$ cat src/rtl/cbx_pkg.sv
package cbx_pkg;
  localparam int XLEN   = 64;
  localparam int NLANES = XLEN / 8;
  localparam int OFS_W  = $clog2(NLANES);
  localparam int SZ_W   = 2;

  typedef enum logic [1:0] {ST_IDLE = 2'd0, ST_REQ = 2'd1, ST_WAIT = 2'd2} fsm_e;

  // number of bytes for a size code
  function automatic logic [OFS_W:0] size_bytes(input logic [SZ_W-1:0] sz);
    size_bytes = (OFS_W+1)'(1) << sz;
  endfunction

  // mask of the low 8*n bits
  function automatic logic [XLEN-1:0] size_mask(input logic [SZ_W-1:0] sz);
    case (sz)
      2'd0:    size_mask = XLEN'(64'h0000_0000_0000_00FF);
      2'd1:    size_mask = XLEN'(64'h0000_0000_0000_FFFF);
      2'd2:    size_mask = XLEN'(64'h0000_0000_FFFF_FFFF);
      default: size_mask = '1;
    endcase
  endfunction

  // lane index of the least significant byte of the access (big-endian)
  function automatic logic [OFS_W:0] low_lane(input logic [OFS_W-1:0] ofs,
                                              input logic [SZ_W-1:0] sz);
    low_lane = (OFS_W+1)'(NLANES) - {1'b0, ofs} - size_bytes(sz);
  endfunction

  function automatic logic is_misaligned(input logic [OFS_W-1:0] ofs,
                                         input logic [SZ_W-1:0] sz);
    logic [OFS_W:0] low_bits;
    low_bits = size_bytes(sz) - (OFS_W+1)'(1);
    is_misaligned = ({1'b0, ofs} & low_bits) != '0;
  endfunction
endpackage

$ cat src/rtl/cbx_addr_gen.sv
module cbx_addr_gen
  import cbx_pkg::*;
#(
  parameter int AW = XLEN
) (
  input  logic                 base_zero,
  input  logic [AW-1:0]        base_val,
  input  logic [AW-1:0]        index_val,
  input  logic [SZ_W-1:0]      size,
  output logic [AW-1:0]        ea,
  output logic                 misaligned
);
  logic [AW-1:0] base_opnd;

  assign base_opnd  = base_zero ? '0 : base_val;
  assign ea         = base_opnd + index_val;   // carry out discarded
  assign misaligned = is_misaligned(ea[OFS_W-1:0], size);
endmodule

$ cat src/rtl/cbx_store_lanes.sv
module cbx_store_lanes
  import cbx_pkg::*;
#(
  parameter int DW = XLEN,
  localparam int LN = DW / 8
) (
  input  logic [DW-1:0]     src,
  input  logic [SZ_W-1:0]   size,
  input  logic [OFS_W-1:0]  ofs,
  output logic [DW-1:0]     wdata,
  output logic [LN-1:0]     be
);
  logic [OFS_W:0] lo;
  logic [OFS_W:0] hi_excl;

  assign lo      = low_lane(ofs, size);
  assign hi_excl = lo + size_bytes(size);
  assign wdata   = (src & size_mask(size)) << {lo, 3'b000};

  for (genvar l = 0; l < LN; l++) begin : g_lane
    assign be[l] = ((OFS_W+1)'(l) >= lo) && ((OFS_W+1)'(l) < hi_excl);
  end
endmodule

$ cat src/rtl/cbx_load_align.sv
module cbx_load_align
  import cbx_pkg::*;
#(
  parameter int DW = XLEN
) (
  input  logic [DW-1:0]     rdata,
  input  logic [SZ_W-1:0]   size,
  input  logic [OFS_W-1:0]  ofs,
  output logic [DW-1:0]     result
);
  logic [OFS_W:0] lo;

  assign lo     = low_lane(ofs, size);
  assign result = (rdata >> {lo, 3'b000}) & size_mask(size);
endmodule

$ cat src/rtl/cbx_ldst_unit.sv
module cbx_ldst_unit
  import cbx_pkg::*;
(
  input  logic              clk,
  input  logic              rst_n,
  input  logic              op_valid,
  input  logic              op_store,
  input  logic [1:0]        op_size,
  input  logic              op_base_zero,
  input  logic [63:0]       base_val,
  input  logic [63:0]       index_val,
  input  logic [63:0]       src_val,
  output logic              busy,
  output logic              op_align_err,
  output logic              mem_req_valid,
  input  logic              mem_req_ready,
  output logic [63:0]       mem_addr,
  output logic              mem_we,
  output logic [1:0]        mem_size,
  output logic [7:0]        mem_be,
  output logic [63:0]       mem_wdata,
  output logic              mem_ci,
  input  logic              mem_rsp_valid,
  input  logic [63:0]       mem_rsp_rdata,
  output logic              res_valid,
  output logic [63:0]       res_data
);
  fsm_e              state;
  logic [XLEN-1:0]   ea;
  logic              ea_misaligned;
  logic [XLEN-1:0]   st_wdata;
  logic [NLANES-1:0] st_be;
  logic [XLEN-1:0]   ld_result;

  // named events
  logic op_take, op_issue, op_reject, req_fire, rsp_take;

  logic [XLEN-1:0]   req_addr_q;
  logic              req_we_q;
  logic [SZ_W-1:0]   req_size_q;
  logic [NLANES-1:0] req_be_q;
  logic [XLEN-1:0]   req_wdata_q;
  logic              align_err_q;
  logic              res_valid_q;
  logic [XLEN-1:0]   res_data_q;

  cbx_addr_gen #(.AW(XLEN)) u_addr (
    .base_zero (op_base_zero),
    .base_val  (base_val),
    .index_val (index_val),
    .size      (op_size),
    .ea        (ea),
    .misaligned(ea_misaligned)
  );

  cbx_store_lanes #(.DW(XLEN)) u_st (
    .src   (src_val),
    .size  (op_size),
    .ofs   (ea[OFS_W-1:0]),
    .wdata (st_wdata),
    .be    (st_be)
  );

  cbx_load_align #(.DW(XLEN)) u_ld (
    .rdata (mem_rsp_rdata),
    .size  (req_size_q),
    .ofs   (req_addr_q[OFS_W-1:0]),
    .result(ld_result)
  );

  assign op_take   = op_valid && (state == ST_IDLE);
  assign op_issue  = op_take && !ea_misaligned;
  assign op_reject = op_take && ea_misaligned;
  assign req_fire  = (state == ST_REQ) && mem_req_ready;
  assign rsp_take  = (state == ST_WAIT) && mem_rsp_valid;

  always_ff @(posedge clk or negedge rst_n) begin
    if (!rst_n) begin
      state       <= ST_IDLE;
      req_addr_q  <= '0;
      req_we_q    <= 1'b0;
      req_size_q  <= '0;
      req_be_q    <= '0;
      req_wdata_q <= '0;
      align_err_q <= 1'b0;
      res_valid_q <= 1'b0;
      res_data_q  <= '0;
    end else begin
      align_err_q <= op_reject;
      res_valid_q <= rsp_take;
      if (rsp_take) res_data_q <= ld_result;
      if (op_issue) begin
        req_addr_q  <= ea;
        req_we_q    <= op_store;
        req_size_q  <= op_size;
        req_be_q    <= st_be;
        req_wdata_q <= op_store ? st_wdata : '0;
      end
      case (state)
        ST_IDLE: if (op_issue) state <= ST_REQ;
        ST_REQ:  if (req_fire) state <= req_we_q ? ST_IDLE : ST_WAIT;
        ST_WAIT: if (rsp_take) state <= ST_IDLE;
        default: state <= ST_IDLE;
      endcase
    end
  end

  assign busy          = (state != ST_IDLE);
  assign op_align_err  = align_err_q;
  assign mem_req_valid = (state == ST_REQ);
  assign mem_addr      = req_addr_q;
  assign mem_we        = req_we_q;
  assign mem_size      = req_size_q;
  assign mem_be        = req_be_q;
  assign mem_wdata     = req_wdata_q;
  assign mem_ci        = 1'b1;
  assign res_valid     = res_valid_q;
  assign res_data      = res_data_q;


  req_hold_chk: assert property (@(posedge clk) disable iff (!rst_n)
    mem_req_valid && !mem_req_ready |=> mem_req_valid && $stable(mem_addr)
      && $stable(mem_wdata) && $stable(mem_be));


  res_pulse_chk: assert property (@(posedge clk) disable iff (!rst_n)
    res_valid |=> !res_valid);


  res_load_only_chk: assert property (@(posedge clk) disable iff (!rst_n)
    res_valid |-> !mem_we && !busy);


  align_noreq_chk: assert property (@(posedge clk) disable iff (!rst_n)
    op_align_err |-> !mem_req_valid && !busy);


  be_count_chk: assert property (@(posedge clk) disable iff (!rst_n)
    mem_req_valid |-> $countones(mem_be) == int'(size_bytes(mem_size)));


  busy_req_chk: assert property (@(posedge clk) disable iff (!rst_n)
    mem_req_valid |-> busy);
endmodule

$ cat config.mk
export PLATFORM = sky130hd
export DESIGN_NAME = cbx_ldst_unit
export DESIGN_NICKNAME = d
export VERILOG_FILES = /design/src/rtl/cbx_pkg.sv /design/src/rtl/cbx_addr_gen.sv /design/src/rtl/cbx_store_lanes.sv /design/src/rtl/cbx_load_align.sv /design/src/rtl/cbx_ldst_unit.sv
export SDC_FILE = /design/constraint.sdc
export NUM_CORES = 1
export LEC_CHECK = 0
export BUFFER_PORTS_ARGS = -buffer_cell sky130_fd_sc_hd__buf_2
export CORE_AREA = 2 2 185 187
export DETAILED_ROUTE_END_ITERATION = 10
export DIE_AREA = 0 0 187 189
export PLACE_DENSITY = 0.8
export REMOVE_ABC_BUFFERS = 1
export SYNTH_ARGS = -nofsm -noshare
export SYNTH_HDL_FRONTEND = slang
export SYNTH_SLANG_ARGS = --single-unit
$ cat constraint.sdc
create_clock -name clk -period 3 [get_ports clk]
set_clock_uncertainty 0.05 [all_clocks]
set_input_delay 0.45 -clock clk [delete_from_list [all_inputs] [get_ports clk]]
set_output_delay 0.45 -clock clk [all_outputs]
set_load 0.01 [all_outputs]
# ---- After elaboration in Yosys (flattened, before gate mapping)
# Index checks and enable logic that the tools add are counted.
dict set report word_totals {
  register_bits 207
  input_bits 265
  out_inout_bits 208
  wordCells 77
}
dict set report op_classes {
  addsub 7
  order_cmp 16
  n_eq_ne 9
  shift 4
  n_mux 9
  n_bitwise 3
  n_reduce_logical 20
}
# op n
set ops {}
lappend ops {{64-bit case mux with 3 select lines} 2}
lappend ops {{64-bit bitwise AND} 2}
lappend ops {{64-bit two-way mux} 2}
lappend ops {{64-bit adder} 1}
lappend ops {{64-bit by 7-bit left shift with 64-bit output} 1}
lappend ops {{64-bit by 7-bit right shift with 64-bit output} 1}
lappend ops {{3-bit by 4-bit >= comparator with 1-bit output, first input constant} 4}
lappend ops {{3-bit by 4-bit < comparator with 1-bit output, first input constant} 4}
lappend ops {{1-bit logical AND} 13}
lappend ops {{1-bit by 4-bit >= comparator with 1-bit output, first input constant} 2}
lappend ops {{2-bit by 4-bit >= comparator with 1-bit output, first input constant} 2}
lappend ops {{1-bit by 4-bit < comparator with 1-bit output, first input constant} 2}
lappend ops {{2-bit by 4-bit < comparator with 1-bit output, first input constant} 2}
lappend ops {{2-bit two-way mux} 4}
lappend ops {{1-bit by 2-bit left shift with 4-bit output, first input constant} 2}
lappend ops {{4-bit by 3-bit subtractor with 4-bit output, first input constant} 2}
lappend ops {{4-bit subtractor} 2}
lappend ops {{2-bit by 1-bit == test with 1-bit output, second input constant} 3}
lappend ops {{2-bit == test, second input constant} 3}
lappend ops {{2-bit zero test} 3}
lappend ops {{2-bit case mux with 3 select lines} 1}
lappend ops {{4-bit adder} 1}
lappend ops {{3-bit by 4-bit bitwise AND with 4-bit output} 1}
lappend ops {{2-bit inequality test, second input constant} 2}
lappend ops {{other kinds (6)} 6}

# ---- Longest topological paths before layout
dict set report depth {
  word_depth 8
  depth_mapped 23
  ltp_nobuf 18
}

# ---- Cells and area by module
# A second synthesis with hierarchy kept.
dict set report hier_totals {
  hier_cells 1848
  hier_area_um2 16741.1
}
# mod n_inst cells_each area_each_um2 seq_area_each_um2
set modules_own_cells {}
lappend modules_own_cells {cbx_ldst_unit 1 581 8131.5 5180.0}
lappend modules_own_cells {cbx_addr_gen 1 637 4210.3 0.0}
lappend modules_own_cells {cbx_store_lanes 1 350 2309.7 0.0}
lappend modules_own_cells {cbx_load_align 1 280 2089.5 0.0}

# ---- Worst setup path before layout
# OpenSTA, ideal clock, no wires.
dict set report synth_path {
  path_type {input to register}
  start {input op_base_zero}
  end {register req_be_q[1], in the netlist mem_be[1]}
  setup_time_ns 0.122
  arrival_ns 4.842
  required_time_ns 2.828
  slack_ns -2.014
  path_stages 21
  path_buffers 5
  cell_sequence {clkbuf_1 > clkbuf_1 > nor2b_1 > ha_1 > inv_1 > fa_1 > inv_1 > ha_1 > inv_1 > ha_1 > inv_1 > fa_1 > clkbuf_1 > inv_1 > clkbuf_1 > clkbuf_1 > ha_1 > or2_2 > o21ai_0 > a21oi_1 > a32o_1}
}
dict set report synth_between {
  elab_chain_len 7
  elab_cells_between_ends 12
  classes_between {add/sub (4); order compare (2); mux (1); bitwise (1); reduce/logical (4)}
}
# element line
set synth_lines {}
lappend synth_lines {{start, declared} cbx_ldst_unit.sv:9} ;# input logic op_base_zero,
lappend synth_lines {{64-bit two-way mux (*)} cbx_addr_gen.sv:15} ;# assign base_opnd = base_zero ? '0 : base_val;
lappend synth_lines {{64-bit adder (*)} cbx_addr_gen.sv:16} ;# assign ea = base_opnd + index_val;
lappend synth_lines {{via ea[1]} cbx_ldst_unit.sv:29} ;# logic [XLEN-1:0] ea;
lappend synth_lines {{4-bit by 3-bit subtractor with 4-bit output} cbx_pkg.sv:27} ;# low_lane = (OFS_W+1)'(NLANES) - {1'b0, ofs} - size_bytes(sz);
lappend synth_lines {{4-bit subtractor} cbx_pkg.sv:27}
lappend synth_lines {{4-bit adder} cbx_store_lanes.sv:17} ;# assign hi_excl = lo + size_bytes(size);
lappend synth_lines {{1-bit by 4-bit < comparator with 1-bit output} cbx_store_lanes.sv:21} ;# assign be[l] = ((OFS_W+1)'(l) >= lo) && ((OFS_W+1)'(l) < hi_excl);
lappend synth_lines {{1-bit logical AND} cbx_store_lanes.sv:21}
lappend synth_lines {{end signal, assigned} cbx_ldst_unit.sv:96} ;# req_be_q <= st_be;
lappend synth_lines {{end, declared} cbx_ldst_unit.sv:41} ;# logic [NLANES-1:0] req_be_q;
# The timed path passes the listed nets; every way through them passes the cells marked *.
# A chain may end at the register's enable or synchronous reset.

# ---- Worst setup path after layout
# Same ends and word-level chain as after synthesis.

==> flow_metrics.py <==
metrics = {
    "outcome": {
        "outcome": "complete, but fails checks",
        "failed_checks": "setup timing",
    },
    "finish": {
        "regArea_um2": 5180,
        "final_nets": 2786,
        "final_cell_area_um2": 21400,
        "syn2layout_area_growth_pct": 43.7,
        "fin_util_pct": 64.3,
        "multiInputGateArea_um2": 9520,
        "drive_gt1_share_pct": 39.7,
        "fillers": 2792,
    },
    "setup_path": {
        "path_class": "in2reg",
        "worst_ep_required_time_ns": 3.38,
        "cp-end-kind": "flop",
        "arrival_ns": 3.51,
        "worstRegToRegCells": 8,
        "r2r-end": "res_data[14]$_DFFE_PN0P_",
        "cp-start-kind": "primary input",
        "rrSetupSlack_ns": 0.16,
        "reg2reg_from": "mem_size[0]$_DFFE_PN0P_",
        "path_max_fanout": 4,
    },
    "clocking": {
        "clk_pin_slew_ns": 0.06,
        "h-tree-depth": 1,
        "cts_tree": "built",
        "clockBufferDepth": 3,
        "cts_buffers": 26,
        "clock_sinks": 207,
        "cts-root-buf": "clkbuf_16",
        "clk_latency_ns": 0.54,
    },
    "sta": {
        "rsz0062_at_grt": "yes",
        "fin_ws_ns": -0.129,
        "setup_viol": 48,
        "fmax_mhz": 320,
        "fin_crit_sh_pct": 104,
        "maxSlewViolCount": 0,
        "hold_viol": 0,
        "finalCriticalPeriod_ns": 3.13,
        "tightest_slew_ns": 1.03,
        "worst_hold_slack_ns": 0.0651,
        "slew-limit-headroom_pct": 31.2,
    },
    "yosys": {
        "syn_area_um2": 14900,
        "synth-edff-count": 0,
        "synth-seq-cells": 207,
        "ys_seq_area_share_pct": 34.8,
        "ys.flop_type": "dfrtp_1",
        "synth_cell_types": 65,
        "ys.warnings.count": 0,
        "synthTopCellsByCount": "dfrtp_1, nand2_1, o21ai_0, a21oi_1, clkbuf_1",
        "ys_top_cells_by_area": "dfrtp_1, ha_1, o21ai_0",
        "synth_top_area_share_pct": 34.8,
        "synthArstFlopShare_pct": 100,
        "synth.avg_cell_area_um2": 8.55,
        "netlist_instances": 1743,
        "yosysTopAreaCell": "dfrtp_1",
    },
    "drt": {
        "dr_total_vias": 16800,
        "drc": 0,
        "routed_wl_um": 59800,
        "first_pass_iters": 7,
        "wire_per_inst_um": 20.5,
        "drt_iter0_markers": 1175,
        "vias_per_cell": 5.77,
        "ant_nets": 0,
    },
    "placement": {
        "placed_cell_area_um2": 19800,
        "dp_slack_ns": -0.996,
        "place_hpwl_um": 45700,
        "gp_congestion": 1.01,
        "port_buffers": 471,
    },
    "floorplanning": {
        "core-area_um2": 33300,
        "die-area_um2": 35300,
        "io_pins": 473,
        "dieWidth_um": 187,
        "rows": 67,
        "die_h_um": 189,
        "start_util_pct": 44.8,
    },
    "job": {
        "cap_violations": 0,
    },
    "grt": {
        "grt_max_degree": 82,
        "gr-total-overflow": 0,
        "grt_use_total_pct": 32.3,
        "antenna_found_initial": 2,
        "grt_pass1_wl_um": 90800,
        "first_global_vias": 16800,
    },
    "power": {
        "ir_drop_mv": 0.945,
        "leakage_nw": 10.9,
        "finalPower_mw": 18.0,
        "power.density_nw_per_um2": 843,
    },
    "worst_hold_path": {
        "hold_start": "mem_req_ready",
        "min_path_cells": 2,
        "holdPathEnd": "state[0]$_DFFE_PN0P_",
        "worst_hold_path_type": "in2reg",
    },
}
-- cell families (layout without fill, tap and decap cells) --
kind of cell	count (synthesis)	after routing	share of synthesized area, %
AND/OR/NAND/NOR	513	513	16.3
buffers and inverters	165	883	4.21
flip-flops	207	207	34.8
other	1	3	0.0252
adder cells (fa/ha/maj)	80	80	6.87
AO/OA/AOI/OAI	608	608	25.9
multiplexers	108	108	8.35
XOR/XNOR	61	61	3.59
-- state kept, by name (all words and copies together), names as in the netlist --
signal and count:
res_valid 1, res_data 64, mem_size 2, mem_we 1, mem_addr 64, mem_be 8
op_align_err 1, mem_wdata 64, state 2
-- worst max-delay path by stage --
| stage | slack (ns) | endpoint | start |
|---|---|---|---|
| 2_1_floorplan | -4.69 | mem_wdata[32]$_DFFE_PN0P_ | base_val[0] |
| 3_3_place_gp | -0.96 | mem_be[1]$_DFFE_PN0P_ | op_base_zero |
| 3_5_place_dp | -1.0 | mem_be[1]$_DFFE_PN0P_ | op_base_zero |
| 4_1_cts | -0.22 | mem_be[1]$_DFFE_PN0P_ | op_base_zero |
| 5_1_grt | -0.21 | mem_be[0]$_DFFE_PN0P_ | op_base_zero |
| 6_report | -0.13 | mem_be[1]$_DFFE_PN0P_ | op_base_zero |
-- timing repair --
item	in CTS	in global routing
endpoints found under the setup margin	93	125
hold endpoints to repair	70	0
buffers inserted	9	5
hold buffers	1	0
gates cloned	3	1
gates resized for setup	80	67
pin swaps	15	26
-- critical path: stages --
cell and delay [ns]:
buf_12 0.11, nor2b_4 0.12, ha_4 0.14, inv_2 0.03, fa_1 0.49, inv_1 0.05
ha_1 0.26, inv_1 0.06, ha_2 0.17, inv_2 0.04, fa_2 0.54, inv_2 0.05
ha_4 0.21, or2_4 0.23, o21ai_2 0.12, buf_6 0.14, a21oi_2 0.06, a32o_1 0.25
-- power breakdown --
group          switching (mW)  leakage, nW  internal (mW)
sequential              0.593         2.76           3.60
clock                    1.30        0.437           1.95
combinational            5.98         7.74           4.62
-- metrics by stage --
step                instances  TNS [ns]
finish                   2911     -2.75
global route             2911     -9.97
CTS                      2904     -7.63
detailed placement       2843    -81.74
global placement         2843    -78.07
floorplan                1622   -538.95
-- cells in the final DEF, fill, tap and decap left out, drive strengths merged, types with 7 or more instances in the layout --
cell type  instances
clkinv            10
a22o              81
a211oi            38
o21bai            13
xnor2             36
nor3               9
nor2              97
mux2              40
dfrtp            207
nand2b            16
o22a               7
a32o               7
and3              14
xor2              25
nor2b             99
o31ai              7
nand3             26
inv               45
nor4               8
o21ai            186
buf              787
clkbuf            34
ha                77
mux2i             59
a31oi             38
o22ai             25
nand4             17
mux4               9
a21o              29
nand2            207
a21oi            137
a22oi             10
-- per-layer routing --
layer / vias up / global-route usage (%) / wire length, um
met5: - / 0 / 0
met1: 7968 / 37.7 / 22600
met3: 205 / 5.19 / 4350
li1: 7716 / - / -
met4: 0 / 20.3 / 3940
met2: 893 / 55.8 / 28800
-- final cells by class --
| class | instances | share of cell area [%] |
|---|---|---|
| Sequential cell | 207 | 24.2 |
| Antenna cell | 2 | 0.0234 |
| Clock buffer | 32 | 3.34 |
| Tap cell | 448 | 2.62 |
| Clock inverter | 16 | 0.783 |
| Timing Repair Buffer | 791 | 23.8 |
| Inverter | 44 | 0.772 |
| Multi-Input combinational cell | 1371 | 44.5 |
(Power assumes the default switching activity.)
